--- config.mk ---
export PLATFORM = sky130hd
export DESIGN_NAME = fpx_status_unit
export DESIGN_NICKNAME = d
export VERILOG_FILES = /design/src/rtl/fpx_pkg.sv /design/src/rtl/fpx_trap_eval.sv /design/src/rtl/fpx_load_merge.sv /design/src/rtl/fpx_status_unit.sv
export SDC_FILE = /design/constraint.sdc
export NUM_CORES = 1
export LEC_CHECK = 0
export ABC_CLOCK_PERIOD_IN_PS = 2000
export BUFFER_PORTS_ARGS = -buffer_cell sky130_fd_sc_hd__buf_4
export CORE_ASPECT_RATIO = 0.9
export CORE_MARGIN = 1
export CORE_UTILIZATION = 40
export CTS_BUF_LIST = sky130_fd_sc_hd__clkbuf_4 sky130_fd_sc_hd__clkbuf_8 sky130_fd_sc_hd__clkbuf_16
export DETAILED_ROUTE_END_ITERATION = 8
export PLACE_DENSITY = 0.93
export SYNTH_ARGS = -nofsm -noshare
export SYNTH_HDL_FRONTEND = slang
export SYNTH_SLANG_ARGS = --single-unit
--- constraint.sdc ---
create_clock -name clk -period 2 [get_ports clk]
set_input_delay 0.4 -clock clk [delete_from_list [all_inputs] [get_ports clk]]
set_output_delay 0.4 -clock clk [all_outputs]
set_load 0.01 [all_outputs]
--- src/rtl/fpx_pkg.sv ---
package fpx_pkg;
    localparam int FLAG_W  = 5;
    localparam int REG_W   = 32;
    localparam int CUR_LSB = 0;
    localparam int ACC_LSB = 5;
    localparam int TT_LSB  = 14;
    localparam int TT_W    = 3;
    localparam int TEN_LSB = 23;
    localparam int RND_LSB = 30;
    localparam int RND_W   = 2;

    localparam logic [TT_W-1:0] TT_NONE = 3'd0;
    localparam logic [TT_W-1:0] TT_IEEE = 3'd1;

    typedef logic [FLAG_W-1:0] flags_t;
    typedef logic [REG_W-1:0]  word_t;

    typedef enum logic [RND_W-1:0] {
        RND_NEAR = 2'b00,
        RND_ZERO = 2'b01,
        RND_UP   = 2'b10,
        RND_DOWN = 2'b11
    } rnd_e;

    typedef struct packed {
        flags_t          cur_next;
        flags_t          acc_next;
        logic [TT_W-1:0] tt_next;
        logic            trap;
    } eval_t;

    function automatic word_t field_mask(input int lsb, input int w);
        word_t m;
        m = '0;
        for (int i = 0; i < REG_W; i++) begin
            if (i >= lsb && i < lsb + w) m[i] = 1'b1;
        end
        return m;
    endfunction

    localparam word_t WR_MASK = field_mask(CUR_LSB, FLAG_W) | field_mask(ACC_LSB, FLAG_W)
                              | field_mask(TEN_LSB, FLAG_W) | field_mask(RND_LSB, RND_W);

    function automatic rnd_e decode_rnd(input logic [RND_W-1:0] f);
        rnd_e r;
        case (f)
            2'b00:   r = RND_NEAR;
            2'b01:   r = RND_ZERO;
            2'b10:   r = RND_UP;
            default: r = RND_DOWN;
        endcase
        return r;
    endfunction
endpackage

--- src/rtl/fpx_trap_eval.sv ---
module fpx_trap_eval
    import fpx_pkg::*;
(
    input  word_t  status_i,
    input  flags_t flags_i,
    output eval_t  eval_o
);
    flags_t en_aligned;
    flags_t hits;
    word_t  acc_word;

    always_comb begin
        en_aligned = flags_t'(status_i >> (TEN_LSB - CUR_LSB));
        hits       = flags_i & en_aligned;
        acc_word   = status_i | (word_t'(flags_i) << ACC_LSB);

        eval_o.cur_next = flags_i;
        eval_o.trap     = |hits;
        if (|hits) begin
            eval_o.acc_next = status_i[ACC_LSB +: FLAG_W];
            eval_o.tt_next  = TT_IEEE;
        end else begin
            eval_o.acc_next = acc_word[ACC_LSB +: FLAG_W];
            eval_o.tt_next  = TT_NONE;
        end
    end
endmodule

--- src/rtl/fpx_load_merge.sv ---
module fpx_load_merge
    import fpx_pkg::*;
(
    input  word_t old_i,
    input  word_t new_i,
    output word_t merged_o
);
    for (genvar b = 0; b < REG_W; b++) begin : g_bit
        if (WR_MASK[b]) begin : g_wr
            assign merged_o[b] = new_i[b];
        end else begin : g_keep
            assign merged_o[b] = old_i[b];
        end
    end
endmodule

--- src/rtl/fpx_status_unit.sv ---
module fpx_status_unit
    import fpx_pkg::*;
(
    input  logic        clk,
    input  logic        rst,
    input  logic        op_done,
    input  logic [4:0]  op_flags,
    input  logic        clr_flags,
    input  logic        ld_en,
    input  logic [31:0] ld_data,
    output logic [31:0] status,
    output logic [1:0]  rnd_mode,
    output logic        trap_req
);
    word_t stat_q, stat_d, merged;
    eval_t ev;
    logic  trap_d, trap_q;

    fpx_trap_eval u_eval (
        .status_i (stat_q),
        .flags_i  (op_flags),
        .eval_o   (ev)
    );

    fpx_load_merge u_merge (
        .old_i    (stat_q),
        .new_i    (ld_data),
        .merged_o (merged)
    );

    always_comb begin
        stat_d = stat_q;
        trap_d = 1'b0;
        if (ld_en) begin
            stat_d = merged;
        end else if (op_done) begin
            stat_d[CUR_LSB +: FLAG_W] = ev.cur_next;
            stat_d[ACC_LSB +: FLAG_W] = ev.acc_next;
            stat_d[TT_LSB +: TT_W]    = ev.tt_next;
            trap_d                    = ev.trap;
        end else if (clr_flags) begin
            stat_d[CUR_LSB +: FLAG_W] = '0;
        end
    end

    always_ff @(posedge clk) begin
        if (rst) begin
            stat_q <= '0;
            trap_q <= 1'b0;
        end else begin
            stat_q <= stat_d;
            trap_q <= trap_d;
        end
    end

    assign status   = stat_q;
    assign trap_req = trap_q;
    assign rnd_mode = decode_rnd(stat_q[RND_LSB +: RND_W]);

    AST_TRAP_CAUSE: assert property (@(posedge clk) disable iff (rst)
        trap_req |-> $past(op_done && !ld_en));
    AST_TRAP_TYPE: assert property (@(posedge clk) disable iff (rst)
        trap_req |-> (status[TT_LSB +: TT_W] == TT_IEEE));
    AST_TRAP_ACC_HOLD: assert property (@(posedge clk) disable iff (rst)
        trap_req |-> (status[ACC_LSB +: FLAG_W] == $past(status[ACC_LSB +: FLAG_W])));
    AST_TRAP_ENABLED: assert property (@(posedge clk) disable iff (rst)
        trap_req |-> ((status[CUR_LSB +: FLAG_W] & status[TEN_LSB +: FLAG_W]) != '0));
    AST_ACC_STICKY: assert property (@(posedge clk) disable iff (rst)
        !$past(ld_en) |-> (($past(status[ACC_LSB +: FLAG_W]) & ~status[ACC_LSB +: FLAG_W]) == '0));
    AST_LOAD_KEEPS_TT: assert property (@(posedge clk) disable iff (rst)
        $past(ld_en) |-> (status[TT_LSB +: TT_W] == $past(status[TT_LSB +: TT_W])));
    AST_LOAD_NO_TRAP: assert property (@(posedge clk) disable iff (rst)
        $past(ld_en) |-> !trap_req);
endmodule

==> results of run 1 <==
-- power by group --
group | leakage [nW] | switching, W | internal [W]
Sequential | 0.158 | 0.0000186 | 0.000405
Clock | 0.0184 | 0.000115 | 0.0000911
Combinational | 0.438 | 0.0000949 | 0.000101
-- metrics by stage --
| stage | hold WS, ns | std cells | power (W) | utilization, % |
|---|---|---|---|---|
| floorplan | 0.524 | 121 | 0.000548 | - |
| global placement | 0.498 | 174 | 0.000623 | 56.6 |
| detailed placement | 0.504 | 174 | 0.000629 | 56.6 |
| CTS | 0.344 | 178 | 0.000830 | 58.0 |
| global route | 0.335 | 178 | 0.000869 | 58.0 |
| finish | 0.343 | 178 | 0.000827 | 58.0 |
-- synthesized netlist by cell type --
| library cell | instances | area [um^2] |
|---|---|---|
| dfxtp_1 | 19 | 380 |
| buf_4 | 16 | 120 |
| nor2_1 | 15 | 56.3 |
| mux2i_1 | 9 | 90.1 |
| nor3_1 | 6 | 30.0 |
| a211oi_1 | 5 | 37.5 |
| clkbuf_1 | 4 | 15.0 |
| nor3b_1 | 4 | 30.0 |
| nand2b_1 | 3 | 18.8 |
| a2111o_1 | 2 | 22.5 |
| a21oi_1 | 2 | 10.0 |
| a22oi_1 | 2 | 15.0 |
| inv_1 | 2 | 7.51 |
| nor2b_1 | 2 | 12.5 |
| o2111ai_1 | 2 | 17.5 |
| o21ai_0 | 2 | 10.0 |
| o32ai_1 | 2 | 17.5 |
| a2111oi_0 | 1 | 8.76 |
| a222oi_1 | 1 | 10.0 |
| and2_1 | 1 | 6.26 |
| and4_1 | 1 | 8.76 |
| buf_2 | 1 | 5.00 |
| clkinv_1 | 1 | 3.75 |
| conb_1 | 1 | 3.75 |
| nand2_1 | 1 | 3.75 |
| nand4_1 | 1 | 6.26 |
| nor4bb_1 | 1 | 10.0 |
| o22ai_1 | 1 | 6.26 |
-- tightest hold or removal path, delay by kind of cell --
| kind | cells | cell delay, ns |
|---|---|---|
| buf+inv | 1 | 0.08 |
| simple gates | 1 | 0.07 |
| mux | 1 | 0.06 |
-- worst paths after layout --
| check | end | slack, ns |
|---|---|---|
| worst max-delay path | status[7] | 0.65 |
| worst min-delay path | status[31] | 0.34 |
| worst max register to register | status[7] | 0.65 |
| worst min register to register | status[7] | 0.52 |
-- state kept, by name, summed over array words and instances, names as in the netlist --
signal    flops
trap_req      1
status       18
-- cell families (layout without fill, tap and decap cells) --
logic type             count (synthesis)  count (layout)  share of synthesized area, %
and+or+nand+nor                       35              35                          19.0
buffers and inverters                 24              54                          15.7
AOI/OAI and AO/OA                     20              20                          16.1
DFF                                   19              19                          39.5
muxes                                  9               9                          9.35
other                                  1              14                         0.389
-- cell type report --
type	count	share of cell area [%]
inverters	3	0.874
multi-input cells	78	37.3
flip-flops and latches	19	29.5
repair buffers	47	27.4
well taps	27	2.62
clock buffers	4	2.33
-- routing by layer --
layer | share of wire [%] | track usage [%] | wire length [um] | up-vias
li1 | - | - | - | 444
met1 | 42 | 20.4 | 915 | 426
met2 | 48 | 26.7 | 1050 | 44
met3 | 8.4 | 4.72 | 184 | 4
met4 | 1.4 | 7.89 | 30 | 0
met5 | 0 | 0 | 0 | -
==> results by group, run 1 <==
Clock tree
  – Post-cts sizing count: 0
  – Clock root cell: clkbuf_4
  – CTS Hold Bufs: 0
  – CTS tree: done
  – Sink Count: 19
  – Post-CTS setup buffer count: 0
  – H-Tree Depth: 1
  – Clock Path Buffers: 2
  – Clk_lat worst skew: 0.29 ns
  – Clock transition at path regs: 0.11 ns
  – CTS Buf Count: 3

Setup path
  – Crit path max-delay cell type: a222oi_1
  – WP data required: 2.21 ns
  – Path depth of the worst reg2reg path: 3
  – Worst path cell trace: a222oi_1 -> nand2_1 -> o32ai_1
  – Levels on crit path: 3
  – Delay-heaviest family, CP: compound AO/OA/AOI/OAI gates
  – Worst Setup Start Kind: register
  – Worst EP arrival: 1.56 ns
  – Setup crit end kind: register
  – CP bufs+invs: 0
  – Largest stage delay, worst path: 0.56 ns
  – Reg2reg start: status[26]
  – CP max FO: 4
  – Critical path type: reg -> reg
  – Crit path from: status[26]

STA
  – Worst-margin pin slew: 0.578 ns
  – Final worst path period share: 67.5%
  – Slew HR: 61.5%
  – RSZ-0062 raised after global routing: false
  – Worst Skew: 0.00262 ns
  – Maximum clock frequency: 741 MHz
  – Final Slew Violations: 0
  – Final hold violations: 0
  – Final Critical Period: 1.35 ns
  – Setup TNS: 0 ns
  – Final setup margin: 0.650 ns
  – Final setup viols: 0

Route
  – Post-route ant nets: 0
  – Via count: 918
  – DR iter-0 viols: 22
  – Final wirelength: 2180 um
  – DRC viols: 0
  – Routed wire length per instance: 12.3 um
  – Vias per cell: 5.16
  – Detailed Routing Iterations Pass 1: 5

Global route
  – Largest net degree at the start of global routing: 24
  – First-pass GRT wire length: 3280 um
  – Total GRT Usage: 16.9%
  – GRT overflow: 0
  – Vias in the first global route: 764
  – Antenna violations before repair: 0

Job
  – Max-Cap Viols: 0

Worst hold path
  – Worst hold stages: 3
  – Hold path startpoint: ld_data[31]
  – Hold Crit Class: in -> reg

Synthesis
  – Sequential fraction of the synthesis area: 39.5%
  – Area of the mapped netlist: 963 um^2
  – Synth Area per Inst: 8.92 um^2
  – Synth unique cells: 28
  – FF+latch count, synth: 19
  – Ys Warns: 0
  – Gate Count Post-Synth: 108

Floorplanning
  – Core ar.: 2220 um^2
  – # IOs: 77
  – Chip Width: 53.7 um
  – Die Span Y: 48.6 um
  – Row cnt: 16
  – Initial Util: 43.4%
  – DIE AREA: 2610 um^2

Final layout
  – FF/Latch Area: 380 um^2
  – Post-route cell area: 1290 um^2
  – Layout area overhead: 33.8%
  – Leading cell type in the layout, fill and taps excluded: buf_4
  – Antenna diodes: 0
  – Area of the multi-input gates: 480 um^2
  – Share of cells above drive strength 1: 33.8%
  – Layout Nets: 194
  – Most frequent cells in the layout: buf_4, dfxtp_1, nor2_1
  – Filler cell count: 200

Placement
  – DP Area: 1260 um^2
  – Placer Congestion: 0.793
  – Port bufs: 47
  – Post-place setup slack: 0.477 ns
  – HPWL Detailed: 1650 um

Power and ir drop
  – Maximum vdd drop: 0.000389 V
  – LEAKAGE: 0.614 nW
  – Pwr dens: 642 nW/um^2

Status
  – Outcome: completed
Note: power is estimated with default switching activity, not from simulation.
==> inputs of run 2 (changes only) <==
--- a/config.mk
+++ b/config.mk
@@ -5,14 +5,15 @@
 export SDC_FILE = /design/constraint.sdc
 export NUM_CORES = 1
 export LEC_CHECK = 0
-export ABC_CLOCK_PERIOD_IN_PS = 2000
+export ABC_AREA = 1
+export ABC_CLOCK_PERIOD_IN_PS = 1200
 export BUFFER_PORTS_ARGS = -buffer_cell sky130_fd_sc_hd__buf_4
 export CORE_ASPECT_RATIO = 0.9
 export CORE_MARGIN = 1
-export CORE_UTILIZATION = 40
+export CORE_UTILIZATION = 35
 export CTS_BUF_LIST = sky130_fd_sc_hd__clkbuf_4 sky130_fd_sc_hd__clkbuf_8 sky130_fd_sc_hd__clkbuf_16
 export DETAILED_ROUTE_END_ITERATION = 8
-export PLACE_DENSITY = 0.93
+export PLACE_DENSITY = 0.87
 export SYNTH_ARGS = -nofsm -noshare
 export SYNTH_HDL_FRONTEND = slang
 export SYNTH_SLANG_ARGS = --single-unit
==> constraint.sdc (replaced) <==
create_clock -name clk -period 1.2 [get_ports clk]
set_input_delay 0.24 -clock clk [delete_from_list [all_inputs] [get_ports clk]]
set_output_delay 0.24 -clock clk [all_outputs]
set_load 0.01 [all_outputs]
==> run 2 against run 1 <==
  * The run now ends with design-rule violations left
  * Combinational power increased by 70%
  * Core utilization decreased by 6.9 points
  * Worst setup slack got worse by 0.49 ns
  * Via count shrank 1.9%
  * Synthesized cell count is 19% higher
  * Non-clock buffer count unchanged
  * Total power grew 67%
  * Global-route usage fell by 0.57 points
  * Sequential share of layout area fell by 0.086 points
  * Largest power group unchanged
==> results by group, run 2 <==
Synthesis
  – Sequential fraction of the synthesis area: 39.3% (-0.15 points)
  – FF+latch count, synth: 19 (unchanged)
  – Post-synth EDFFs: 0 (unchanged)
  – Top post-synthesis cells by count: dfxtp_1, nand2_1, nor2_1
  – Ys Warns: 0 (unchanged)
  – Area of the mapped netlist: 967 um^2 (+0.39%)
  – Yosys top cell area share: 39.3% (-0.15 points)
  – Prevailing post-synth register cell: dfxtp_1
  – Gate Count Post-Synth: 128 (+19%)
  – Async set or reset register ratio after synthesis: 0% (unchanged)
  – Largest area contributor in the netlist: dfxtp_1
  – Top-count cell post-synth: dfxtp_1
  – Synth unique cells: 22 (-21%)
  – Synth Area per Inst: 7.56 um^2 (-15%)
  – Synth top area cells: dfxtp_1, buf_4, o21ai_0

Setup path
  – Worst Setup Start Kind: register
  – Critical path type: reg -> out
  – Worst EP arrival: 0.80 ns (-0.76 ns)
  – Setup crit end kind: output port
  – Worst path cell trace: buf_4
  – Delay-heaviest family, CP: flip-flops
  – Largest stage delay, worst path: 0.37 ns (-0.19 ns)
  – CP max FO: 3 (-1)
  – CP bufs+invs: 1 (+1)
  – WP data required: 0.96 ns (-1.25 ns)
  – Crit path max-delay cell type: dfxtp_1

Clock tree
  – Post-cts sizing count: 0 (unchanged)
  – CTS Buf Count: 3 (unchanged)
  – Sink Count: 19 (unchanged)
  – CTS Hold Bufs: 0 (unchanged)
  – CTS tree: done
  – Clock root cell: clkbuf_4
  – H-Tree Depth: 1 (unchanged)
  – Clk_lat worst skew: 0.30 ns (about the same)
  – Clock Path Buffers: 2 (unchanged)
  – Post-CTS setup buffer count: 0 (unchanged)
  – Clock transition at path regs: 0.10 ns (about the same)

Final layout
  – Finished Layout Cells: 200 (+12%)
  – Post-route cell area: 1290 um^2 (+0.29%)
  – Leading cell type in the layout, fill and taps excluded: buf_4
  – Layout area overhead: 33.6% (about the same)
  – Antenna diodes: 0 (unchanged)
  – Layout Nets: 215 (+11%)
  – Core Util, Final: 51.1% (-6.9 points)
  – Share of cells above drive strength 1: 33.1% (-0.64 points)
  – Most frequent cells in the layout: buf_4, dfxtp_1, nand2_1, nor2_1, conb_1
  – Max FFs per register: 18 (unchanged)

Global route
  – Global route hottest layer: met2
  – Met3 usage: 5.97% (+1.3 points)
  – GRT overflow: 0 (unchanged)
  – Largest net degree at the start of global routing: 20 (-17%)
  – Antenna violations before repair: 0 (unchanged)
  – GR Layer Usage met2: 29.1% (+2.3 points)
  – Vias in the first global route: 865 (+13%)
  – First-pass GRT wire length: 3710 um (+13%)
  – Total GRT Usage: 16.3% (-0.57 points)
  – M1 GR Usage: 18.6% (-1.9 points)

STA
  – Final setup viols: 0 (unchanged)
  – Maximum clock frequency: 957 MHz
  – Final Critical Period: 1.04 ns
  – Final worst path period share: 87.0%
  – RSZ-0062 raised after global routing: false
  – Setup TNS: 0 ns (unchanged)
  – Final hold violations: 0 (unchanged)
  – Worst Skew: 0.000602 ns (-0.00202 ns)
  – Final Slew Violations: 0 (unchanged)

Floorplanning
  – Core ar.: 2530 um^2 (+14%)
  – Row cnt: 17 (+1)
  – Initial Util: 38.2% (-5.1 points)
  – DIE AREA: 2980 um^2 (+14%)
  – Chip Width: 57.4 um (+6.8%)
  – # IOs: 77 (unchanged)
  – Die Span Y: 51.9 um (+6.8%)

Route
  – Vias per cell: 4.51 (-13%)
  – Final wirelength: 2210 um (+1.1%)
  – Via count: 901 (-1.9%)
  – Detailed Routing Iterations Pass 1: 6 (+1)
  – Routed wire length per instance: 11.0 um (-10%)
  – DR iter-0 viols: 18 (-18%)
  – Post-route ant nets: 0 (unchanged)
  – DRC viols: 2 (+2)

Placement
  – Placed Cells: 196 (+13%)
  – Port bufs: 47 (unchanged)
  – DP Area: 1260 um^2 (+0.30%)
  – Placer Congestion: 0.816 (+2.9%)
  – HPWL Detailed: 1690 um (+2.6%)

Power and ir drop
  – Flop pwr share: 50.7% (-0.6 points)
  – LEAKAGE: 0.663 nW (+8.0%)
  – Switching share of power: 28.4% (+0.76 points)
  – Pwr dens: 1070 nW/um^2 (+67%)
  – Internal power: 0.000990 W (+66%)
  – Clk network pwr share: 25.1% (about the same)
  – Psw: 0.000394 W (+72%)
  – Combinational share of power: 24.2% (+0.5 points)
  – Maximum vdd drop: 0.000588 V (+51%)

Status
  – Failing checks: design-rule violations
  – Outcome: complete, but fails checks

Worst hold path
  – Hold Crit Class: in -> reg

Job
  – Max-Cap Viols: 0 (unchanged)
==> run 2: cell count changes in the layout (fill, tap and decap cells not counted), moves of 3 or more <==
cell      change
nand2_1      +15
o21ai_0      +11
a21oi_1      +10
inv_1         +9
mux2i_1       -9
nand3_1       +8
a211oi_1      -5
nor3b_1       -4
nand2b_1      -3
nor3_1        -3
==> run 2: cells by family (layout without fill, tap and decap cells) <==
kind of cell | count (synthesis) | after routing | share of synthesized area (%)
compound gates | 28 | 28 | 16.3
simple gates | 47 | 47 | 23.5
flops | 19 | 19 | 39.3
other cells | 1 | 14 | 0.388
buf+inv | 33 | 64 | 20.4
==> run 2: area by class of cell <==
cell class                 count  area [um^2]
timing repair buffer          47          353
inverter                      13         56.3
tap                           28         35.0
multi-input combinational     89          438
sequential                    19          380
clock buffer                   4         30.0
fill                         270         1240
==> run 2: metal layers <==
metal | vias to the layer above | wire length, um | part of all wire, %
li1 | 469 | - | -
met4 | 0 | 14 | 0.63
met2 | 37 | 1070 | 48
met1 | 392 | 960 | 43
met3 | 3 | 166 | 7.5
met5 | - | 0 | 0
==> run 2: power groups by stage <==
stage / registers [W] / logic (W) / clock network [W]
finish: 0.000702 / 0.000334 / 0.000348
global route: 0.000708 / 0.000370 / 0.000406
CTS: 0.000702 / 0.000336 / 0.000370
detailed placement: 0.000716 / 0.000336 / 0
global placement: 0.000714 / 0.000331 / 0
floorplan: 0.000735 / 0.000186 / 0
==> run 2: path summary, 6_finish.rpt <==
path / start / end / slack, ns / depth (start not counted)
min reg2reg: status[6] / status[6] / 0.46 / 2
max: status[24] / status[24] / 0.16 / 1
min: rst / status[0] / 0.15 / 2
max reg2reg: status[24] / status[5] / 0.18 / 5
==> run 2: through the flow <==
stage / hold slack, ns / total power, W / setup WS [ns]
3_5_place_dp: 0.444 / 0.00105 / 0.144
4_1_cts: 0.131 / 0.00141 / 0.137
5_1_grt: 0.127 / 0.00148 / 0.0558
6_report: 0.146 / 0.00138 / 0.155
3_3_place_gp: 0.439 / 0.00105 / 0.181
2_1_floorplan: 0.309 / 0.000921 / 0.287
